### src/rtl/mdm_stat_pkg.sv
package mdm_stat_pkg;

    // Bit offsets of the shared lines relative to a channel's pin base
    localparam int OFS_DSR = 0;
    localparam int OFS_CD  = 2;
    localparam int OFS_RI  = 3;

    // Status word layout (decoded by software, so positions are fixed)
    localparam int MSR_W    = 8;
    localparam int FLAG_W   = 4;

    // Per-channel controller states
    typedef enum logic [0:0] {
        ST_FILL = 1'b0,
        ST_RUN  = 1'b1
    } chan_st_e;

    // Active-high line levels, ordered as status bits 7..4
    typedef struct packed {
        logic cd;
        logic ri;
        logic dsr;
        logic cts;
    } mdm_lines_t;

endpackage

### src/rtl/mdm_sync.sv
module mdm_sync #(
    parameter int              W       = 10,
    parameter int              STAGES  = 2,
    parameter logic            RST_VAL = 1'b1
) (
    input  logic         clk,
    input  logic         rst_n,
    input  logic [W-1:0] d_i,
    output logic [W-1:0] q_o
);

    logic [W-1:0] stg_q [STAGES];

    generate
        for (genvar s = 0; s < STAGES; s++) begin : g_stage
            if (s == 0) begin : g_first
                always_ff @(posedge clk or negedge rst_n) begin
                    if (!rst_n) stg_q[s] <= {W{RST_VAL}};
                    else        stg_q[s] <= d_i;
                end
            end else begin : g_next
                always_ff @(posedge clk or negedge rst_n) begin
                    if (!rst_n) stg_q[s] <= {W{RST_VAL}};
                    else        stg_q[s] <= stg_q[s-1];
                end
            end
        end
    endgenerate

    assign q_o = stg_q[STAGES-1];

endmodule

### src/rtl/mdm_pin_route.sv
module mdm_pin_route
    import mdm_stat_pkg::*;
#(
    parameter int GPIO_W = 8,
    parameter int A_BASE = 4,
    parameter int B_BASE = 0
) (
    input  logic [GPIO_W-1:0] gpio_sync_i,
    input  logic              cts_n_a_sync_i,
    input  logic              cts_n_b_sync_i,
    input  logic              en_a_i,
    input  logic              en_b_i,
    output mdm_lines_t        lines_a_o,
    output mdm_lines_t        lines_b_o,
    output logic [GPIO_W-1:0] gpio_state_o
);

    localparam logic [GPIO_W-1:0] ONE    = GPIO_W'(1);
    localparam logic [GPIO_W-1:0] MASK_A = (ONE << (A_BASE + OFS_DSR)) |
                                           (ONE << (A_BASE + OFS_CD))  |
                                           (ONE << (A_BASE + OFS_RI));
    localparam logic [GPIO_W-1:0] MASK_B = (ONE << (B_BASE + OFS_DSR)) |
                                           (ONE << (B_BASE + OFS_CD))  |
                                           (ONE << (B_BASE + OFS_RI));

    always_comb begin
        // Channel A: inverted and gated by the modem-pin enable
        lines_a_o.cd  = en_a_i & ~gpio_sync_i[A_BASE + OFS_CD];
        lines_a_o.ri  = en_a_i & ~gpio_sync_i[A_BASE + OFS_RI];
        lines_a_o.dsr = en_a_i & ~gpio_sync_i[A_BASE + OFS_DSR];
        lines_a_o.cts = ~cts_n_a_sync_i;

        // Channel B
        lines_b_o.cd  = en_b_i & ~gpio_sync_i[B_BASE + OFS_CD];
        lines_b_o.ri  = en_b_i & ~gpio_sync_i[B_BASE + OFS_RI];
        lines_b_o.dsr = en_b_i & ~gpio_sync_i[B_BASE + OFS_DSR];
        lines_b_o.cts = ~cts_n_b_sync_i;

        // Pins serving as modem inputs are hidden from the pin-state view
        gpio_state_o = gpio_sync_i
                     & ~({GPIO_W{en_a_i}} & MASK_A)
                     & ~({GPIO_W{en_b_i}} & MASK_B);
    end

endmodule

### src/rtl/mdm_chan.sv
module mdm_chan
    import mdm_stat_pkg::*;
#(
    parameter int SYNC_STAGES = 2
) (
    input  logic             clk,
    input  logic             rst_n,
    input  mdm_lines_t       lines_i,
    input  logic             en_i,
    input  logic             rd_i,
    input  logic             ie_i,
    output logic [MSR_W-1:0] msr_o,
    output logic             irq_o
);

    localparam int FILL_CYC = SYNC_STAGES + 1;
    localparam int CNT_W    = $clog2(FILL_CYC + 1);

    chan_st_e          st_q, st_d;
    logic [CNT_W-1:0]  cnt_q, cnt_d;
    mdm_lines_t        prev_q;
    logic              en_q;
    logic [FLAG_W-1:0] flg_q, flg_d;
    logic [FLAG_W-1:0] edge_raw, edge_ok;
    logic              share_ok;

    // State register
    always_ff @(posedge clk or negedge rst_n) begin
        if (!rst_n) begin
            st_q  <= ST_FILL;
            cnt_q <= '0;
        end else begin
            st_q  <= st_d;
            cnt_q <= cnt_d;
        end
    end

    // Next state
    always_comb begin
        st_d  = st_q;
        cnt_d = cnt_q;
        unique case (st_q)
            ST_FILL: begin
                if (cnt_q == CNT_W'(FILL_CYC - 1)) begin
                    st_d  = ST_RUN;
                    cnt_d = '0;
                end else begin
                    cnt_d = cnt_q + CNT_W'(1);
                end
            end
            ST_RUN: begin
                st_d = ST_RUN;
            end
        endcase
    end

    // Edge detection and flag update
    always_comb begin
        edge_raw[3] = lines_i.cd  ^ prev_q.cd;
        edge_raw[2] = prev_q.ri   & ~lines_i.ri;   // ring pin low-to-high
        edge_raw[1] = lines_i.dsr ^ prev_q.dsr;
        edge_raw[0] = lines_i.cts ^ prev_q.cts;

        share_ok = en_i & (en_i == en_q);

        if (st_q == ST_RUN)
            edge_ok = edge_raw & {share_ok, share_ok, share_ok, 1'b1};
        else
            edge_ok = '0;

        flg_d = (flg_q & ~{FLAG_W{rd_i}}) | edge_ok;
    end

    always_ff @(posedge clk or negedge rst_n) begin
        if (!rst_n) begin
            prev_q <= '0;
            en_q   <= 1'b0;
            flg_q  <= '0;
        end else begin
            prev_q <= lines_i;
            en_q   <= en_i;
            flg_q  <= flg_d;
        end
    end

    // Outputs
    always_comb begin
        msr_o = {lines_i, flg_q};
        irq_o = ie_i & (|flg_q);
    end

endmodule

### src/rtl/mdm_stat_dual.sv
module mdm_stat_dual
    import mdm_stat_pkg::*;
#(
    parameter int GPIO_W      = 8,
    parameter int SYNC_STAGES = 2,
    parameter int A_BASE      = 4,
    parameter int B_BASE      = 0
) (
    input  logic              clk,
    input  logic              rst_n,
    input  logic [GPIO_W-1:0] gpio_pin_i,
    input  logic              cts_n_a_i,
    input  logic              cts_n_b_i,
    input  logic              modem_en_a_i,
    input  logic              modem_en_b_i,
    input  logic              msi_en_a_i,
    input  logic              msi_en_b_i,
    input  logic              rd_a_i,
    input  logic              rd_b_i,
    output logic [MSR_W-1:0]  msr_a_o,
    output logic [MSR_W-1:0]  msr_b_o,
    output logic              irq_a_o,
    output logic              irq_b_o,
    output logic [GPIO_W-1:0] gpio_state_o
);

    localparam int SW = GPIO_W + 2;

    logic [SW-1:0]     pins_sync;
    mdm_lines_t        lines_a, lines_b;

    mdm_sync #(
        .W       (SW),
        .STAGES  (SYNC_STAGES),
        .RST_VAL (1'b1)
    ) u_sync (
        .clk   (clk),
        .rst_n (rst_n),
        .d_i   ({cts_n_b_i, cts_n_a_i, gpio_pin_i}),
        .q_o   (pins_sync)
    );

    mdm_pin_route #(
        .GPIO_W (GPIO_W),
        .A_BASE (A_BASE),
        .B_BASE (B_BASE)
    ) u_route (
        .gpio_sync_i    (pins_sync[GPIO_W-1:0]),
        .cts_n_a_sync_i (pins_sync[GPIO_W]),
        .cts_n_b_sync_i (pins_sync[GPIO_W+1]),
        .en_a_i         (modem_en_a_i),
        .en_b_i         (modem_en_b_i),
        .lines_a_o      (lines_a),
        .lines_b_o      (lines_b),
        .gpio_state_o   (gpio_state_o)
    );

    mdm_chan #(.SYNC_STAGES(SYNC_STAGES)) u_chan_a (
        .clk     (clk),
        .rst_n   (rst_n),
        .lines_i (lines_a),
        .en_i    (modem_en_a_i),
        .rd_i    (rd_a_i),
        .ie_i    (msi_en_a_i),
        .msr_o   (msr_a_o),
        .irq_o   (irq_a_o)
    );

    mdm_chan #(.SYNC_STAGES(SYNC_STAGES)) u_chan_b (
        .clk     (clk),
        .rst_n   (rst_n),
        .lines_i (lines_b),
        .en_i    (modem_en_b_i),
        .rd_i    (rd_b_i),
        .ie_i    (msi_en_b_i),
        .msr_o   (msr_b_o),
        .irq_o   (irq_b_o)
    );

endmodule

### config.mk
export PLATFORM = sky130hd
export DESIGN_NAME = mdm_stat_dual
export DESIGN_NICKNAME = d
export VERILOG_FILES = /design/src/rtl/mdm_stat_pkg.sv /design/src/rtl/mdm_sync.sv /design/src/rtl/mdm_pin_route.sv /design/src/rtl/mdm_chan.sv /design/src/rtl/mdm_stat_dual.sv
export SDC_FILE = /design/constraint.sdc
export NUM_CORES = 1
export LEC_CHECK = 0
export ABC_CLOCK_PERIOD_IN_PS = 1500
export BUFFER_PORTS_ARGS = -buffer_cell sky130_fd_sc_hd__buf_2
export CORE_ASPECT_RATIO = 0.5
export CORE_MARGIN = 1.5
export CORE_UTILIZATION = 49
export CTS_BUF_LIST = sky130_fd_sc_hd__clkbuf_16
export CTS_CLUSTER_SIZE = 25
export DETAILED_ROUTE_END_ITERATION = 16
export PLACE_DENSITY = 0.76
export SLEW_MARGIN = 20
export SYNTH_ARGS = -nofsm -noshare
export SYNTH_HDL_FRONTEND = slang
export SYNTH_SLANG_ARGS = --single-unit
### constraint.sdc
create_clock -name clk -period 1.5 [get_ports clk]
set_clock_uncertainty 0.2 [all_clocks]
set_input_delay 0.3 -clock clk [delete_from_list [all_inputs] [get_ports clk]]
set_output_delay 0.3 -clock clk [all_outputs]
set_load 0.005 [all_outputs]
Word level (Yosys, flattened, before mapping) --
Cells that the tools add are included.
Word-level totals: register bits after elaboration 44, input port bits 18, logic and storage cells 76
Cells by class: add/sub/neg operators 2, equal/unequal tests 4, muxes and demuxes 8, bitwise gates (word level) 42, reductions and logical operators 2
Operator list (count):
- 4-bit bitwise AND | 4
- 8-bit bitwise AND | 2
- 1-bit bitwise AND | 12
- 1-bit NOT | 12
- 4-bit two-way mux | 2
- 4-bit NOT | 2
- 4-bit NOT with 8-bit output | 1
- 8-bit NOT | 1
- 4-bit bitwise OR | 2
- 4-bit OR reduction | 2
- 1-bit XOR | 6
- 2-bit by 1-bit adder with 2-bit output (second input constant) | 2
- 2-bit == test (second input constant) | 2
- 2-bit two-way mux | 2
- 1-bit one-hot mux with 2 select lines | 2
- 1-bit == test | 2
- 1-bit two-way mux | 2

Logic depth before layout (Yosys ltp) --
word-level depth 7, depth in mapped cells 3, depth with buffers taken out 3

By module --
From an unflattened synthesis, not the netlist that was laid out.
Unflattened totals: cells, all modules 114, area, all modules 1619.1 um^2
Modules (own cells, without submodules):
- mdm_chan | times used 2, cells each 34, area an instance 460.4 um^2, seq. area each 300.3 um^2
- mdm_sync | times used 1, cells each 30, area an instance 600.6 um^2, seq. area each 525.5 um^2
- mdm_pin_route | times used 1, cells each 16, area an instance 97.6 um^2, seq. area each 0.0 um^2

Least setup slack after synthesis --
No wires, ideal clock.
kind register to output, start reg u_chan_a.flg_q[1], end out irq_a_o, data arrival time 0.807 ns, data required time 1.000 ns, slack 0.193 ns, cell stages (with the launch flop) 2, path buffers 0, cell sequence dfrtp_1 -> o41a_1
On the way: cells in the longest elaborated chain, start to end 2
Ends and longest elaborated chain:
- start, declared | RTL line mdm_chan.sv:23 | logic [FLAG_W-1:0] flg_q, flg_d;
- start signal, assigned | RTL line mdm_chan.sv:82 | flg_q <= flg_d;
- 4-bit OR reduction | RTL line mdm_chan.sv:89 | irq_o = ie_i & (|flg_q);
- 1-bit bitwise AND | RTL line mdm_chan.sv:89
- end, declared | RTL line mdm_stat_dual.sv:22 | output logic irq_a_o,
No other way between the ends.

Final worst setup path --
start reg u_chan_a.flg_q[2], end out irq_a_o
The elaborated chain is that of the path after synthesis.

==> run summary <==
Post-synth top flop: dfrtp_1
Setup WS pre-CTS: 0.0629 ns
Final instance area: 2160 um^2
Crit. End Element: output pin
Fillers: 202
Hold_sp: modem_en_a_i
CTS H-tree lvls: 2
Mapped Area: 1510 um^2
Max Root-Sink Buffers: 2
PortBufs: 43
Syn Area/Cell: 14.6 um^2
Post-synthesis sequential area ratio: 0.744
Worst VDD drop: 0.000720 V
Cells along the critical path: o41a_1 > buf_2
Area share of the largest cell type after synthesis: 0.397
DIE AREA: 3450 um^2
Largest net degree at the start of global routing: 45
# nets final: 194
Area grow syn2layout: 42.5%
Row count: 14
TritonCTS clock tree: done
Area leader, netlist: dfrtp_1
Share of layout cells above drive strength 1: 0.525
Initial antenna violation count: 0
Crit path buffers/inverters: 1
1st-pass router iterations: 4
R2r setup slk: 0.09 ns
Slew headroom: 0.848
DR iter-0 viols: 36
P per Cell Area: 1260 nW/um^2
Chip height: 42.3 um
Diodes inserted: 0
Arrival time worst endpoint: 1.23 ns
Routability-driven placement congestion ratio: 0.711
GR Util All Layers: 0.169
Core area: 2980 um^2
CP max stage cell: o41a_1
Worst endpoint required time: 1.00 ns
Max Slew Vio Count: 0
Synth Instances: 104
Vias/cell: 4.53
Worst-skew pair later-pin latency: 0.28 ns
Synth area leaders: dfrtp_1, dfstp_2, inv_1
Worst reg2reg endpoint: u_chan_a.flg_q[3]
Period utilization: 1.15
Grt total ovfl: 0
Final antenna-violating net count: 0
Async set-or-reset flop fraction in the synthesized netlist: 1.00
CP Max Fanout: 2
DR DRC count: 0
Max-cap violations: 0
YS warnings: 0
Flip-flop and latch count after synthesis: 44
HPWL after DPL: 1.68 mm
Most common cell in the netlist: dfrtp_1
Vias in the first global route: 969
Initial Utilization: 0.508
Chip Width: 81.6 um
Hold EP: u_chan_a.en_q
Wire length per cell: 11.8 um
Min Tclk post-route: 1.73 ns
Setup violations, final: 12
Lkg Pwr: 1.08 nW
R2R depth: 4
Area post-placement: 1800 um^2
Min Hold Slack: 0.00134 ns
Crit path launch type: flip-flop
WHS Path Cells: 1
Final WL: 2.57 mm
Clk sinks: 44
Reg2reg start: u_sync.q_o[6]
Outcome: complete, but fails checks
Tightest Pin Transition: 0.229 ns
Synth cell types: 17
Crit Path Category: reg2out
Global-route wire length before repair: 4.13 mm
CTS buffer count: 5
End-of-flow core utilization: 0.724
Failing checks: negative setup slack
Fmax: 0.580 GHz
Final WS setup: -0.225 ns
CP top delay family: compound AO/OA/AOI/OAI gates
Root buffer cell: clkbuf_16
Final-report hold violation count: 0
Via count: 984
EDFF count, synth: 0
IO Pins: 44
Clock slew at reported path FFs: 0.06 ns
Worst hold path class: in2reg
Syn Nets: 122
RSZ-0062 raised after global routing: yes
Slowest stage delay, CP: 0.41 ns
Commonest cells in the synthesized netlist: dfrtp_1, dfstp_2, inv_1
-- cell families after synthesis --
group           Yosys count  synth area share
buf+inv                  16            0.0446
compound gates           14            0.0793
simple gates             24            0.0975
xor+xnor                  6            0.0347
flops                    44             0.744
-- placed cells by master, fill, tap and decap left out --
master,instances
a21o_1,4
and2b_1,6
and2b_2,4
buf_12,1
buf_2,43
buf_4,12
bufinv_16,1
clkbuf_16,5
clkinv_1,1
clkinv_4,1
dfrtp_1,24
dfstp_2,20
dlygate4sd3_1,11
inv_1,12
inv_2,2
nand2_1,6
nand3_1,2
nor2b_2,2
nor3_1,2
o21ai_0,2
o22ai_1,4
o32ai_2,2
o41a_1,2
or3_1,2
xnor2_1,6
-- power breakdown --
| part | switching, mW | total (mW) | internal (mW) |
|---|---|---|---|
| logic | 0.0999 | 0.234 | 0.134 |
| registers | 0.0272 | 1.30 | 1.27 |
| clock network | 0.413 | 1.19 | 0.781 |
| total | 0.540 | 2.72 | 2.18 |
-- repair_timing --
item | CTS | global route
endpoints found under the hold margin | 34 | 0
setup buffers | 9 | 1
cloned | 0 | 0
pin swaps | 1 | 0
hold buffers | 11 | 0
gates resized for setup | 0 | 4
endpoints found under the setup margin | 12 | 16
-- final cells by class --
class                           instances  area (um^2)  area share
Clock buffer                            5          125      0.0580
Clock inverter                          3         42.5      0.0197
Inverter                               14         52.6      0.0244
Multi-Input combinational cell         44          325       0.151
Sequential cell                        44         1130       0.522
Tap cell                               40         50.0      0.0232
Timing Repair Buffer                   67          435       0.202
-- worst register-to-register path, stage by stage (launching register included) --
cell and delay (ns):
dfstp_2 0.52, and2b_2 0.22, buf_4 0.14, xnor2_1 0.13, o22ai_1 0.08
-- routing by layer --
layer,vias up,routed length (um),global-route usage
met5,-,0,0
met4,0,36,0.0712
met3,5,119,0.0587
met2,25,1340,0.299
met1,474,1070,0.184
li1,480,-,-
-- stage by stage --
| stage | power (mW) | setup TNS, ns | std cells |
|---|---|---|---|
| final | 2.72 | -1.08 | 217 |
| after floorplan | 1.39 | 0 | 104 |
| after global routing | 2.83 | -1.46 | 217 |
| after global placement | 1.49 | 0 | 188 |
| after CTS | 2.75 | -1.14 | 216 |
| after detailed placement | 1.50 | 0 | 188 |
-- state kept, by name, summed over array words and instances, names as in the netlist --
register         flops
u_sync.q_o          10
u_sync.stg_q        10
u_chan_a.flg_q       4
u_chan_a.prev_q      4
u_chan_b.flg_q       4
u_chan_b.prev_q      4
u_chan_a.cnt_q       2
u_chan_b.cnt_q       2
u_chan_a.en_q        1
u_chan_a.st_q        1
u_chan_b.en_q        1
u_chan_b.st_q        1
-- how the worst max path moves through the flow --
stage	startpoint	end	slack [ns]	depth (start not counted)
3_3_place_gp	u_chan_b.flg_q[2]	irq_b_o	0.11	2
6_report	u_chan_a.flg_q[2]	irq_a_o	-0.23	2
5_1_grt	u_chan_a.flg_q[1]	irq_a_o	-0.24	2
3_5_place_dp	u_chan_a.flg_q[1]	irq_a_o	0.06	2
2_1_floorplan	u_chan_a.flg_q[1]	irq_a_o	0.19	1
4_1_cts	u_chan_a.flg_q[1]	irq_a_o	-0.22	2
No activity file was read; power rests on OpenSTA's default activity.
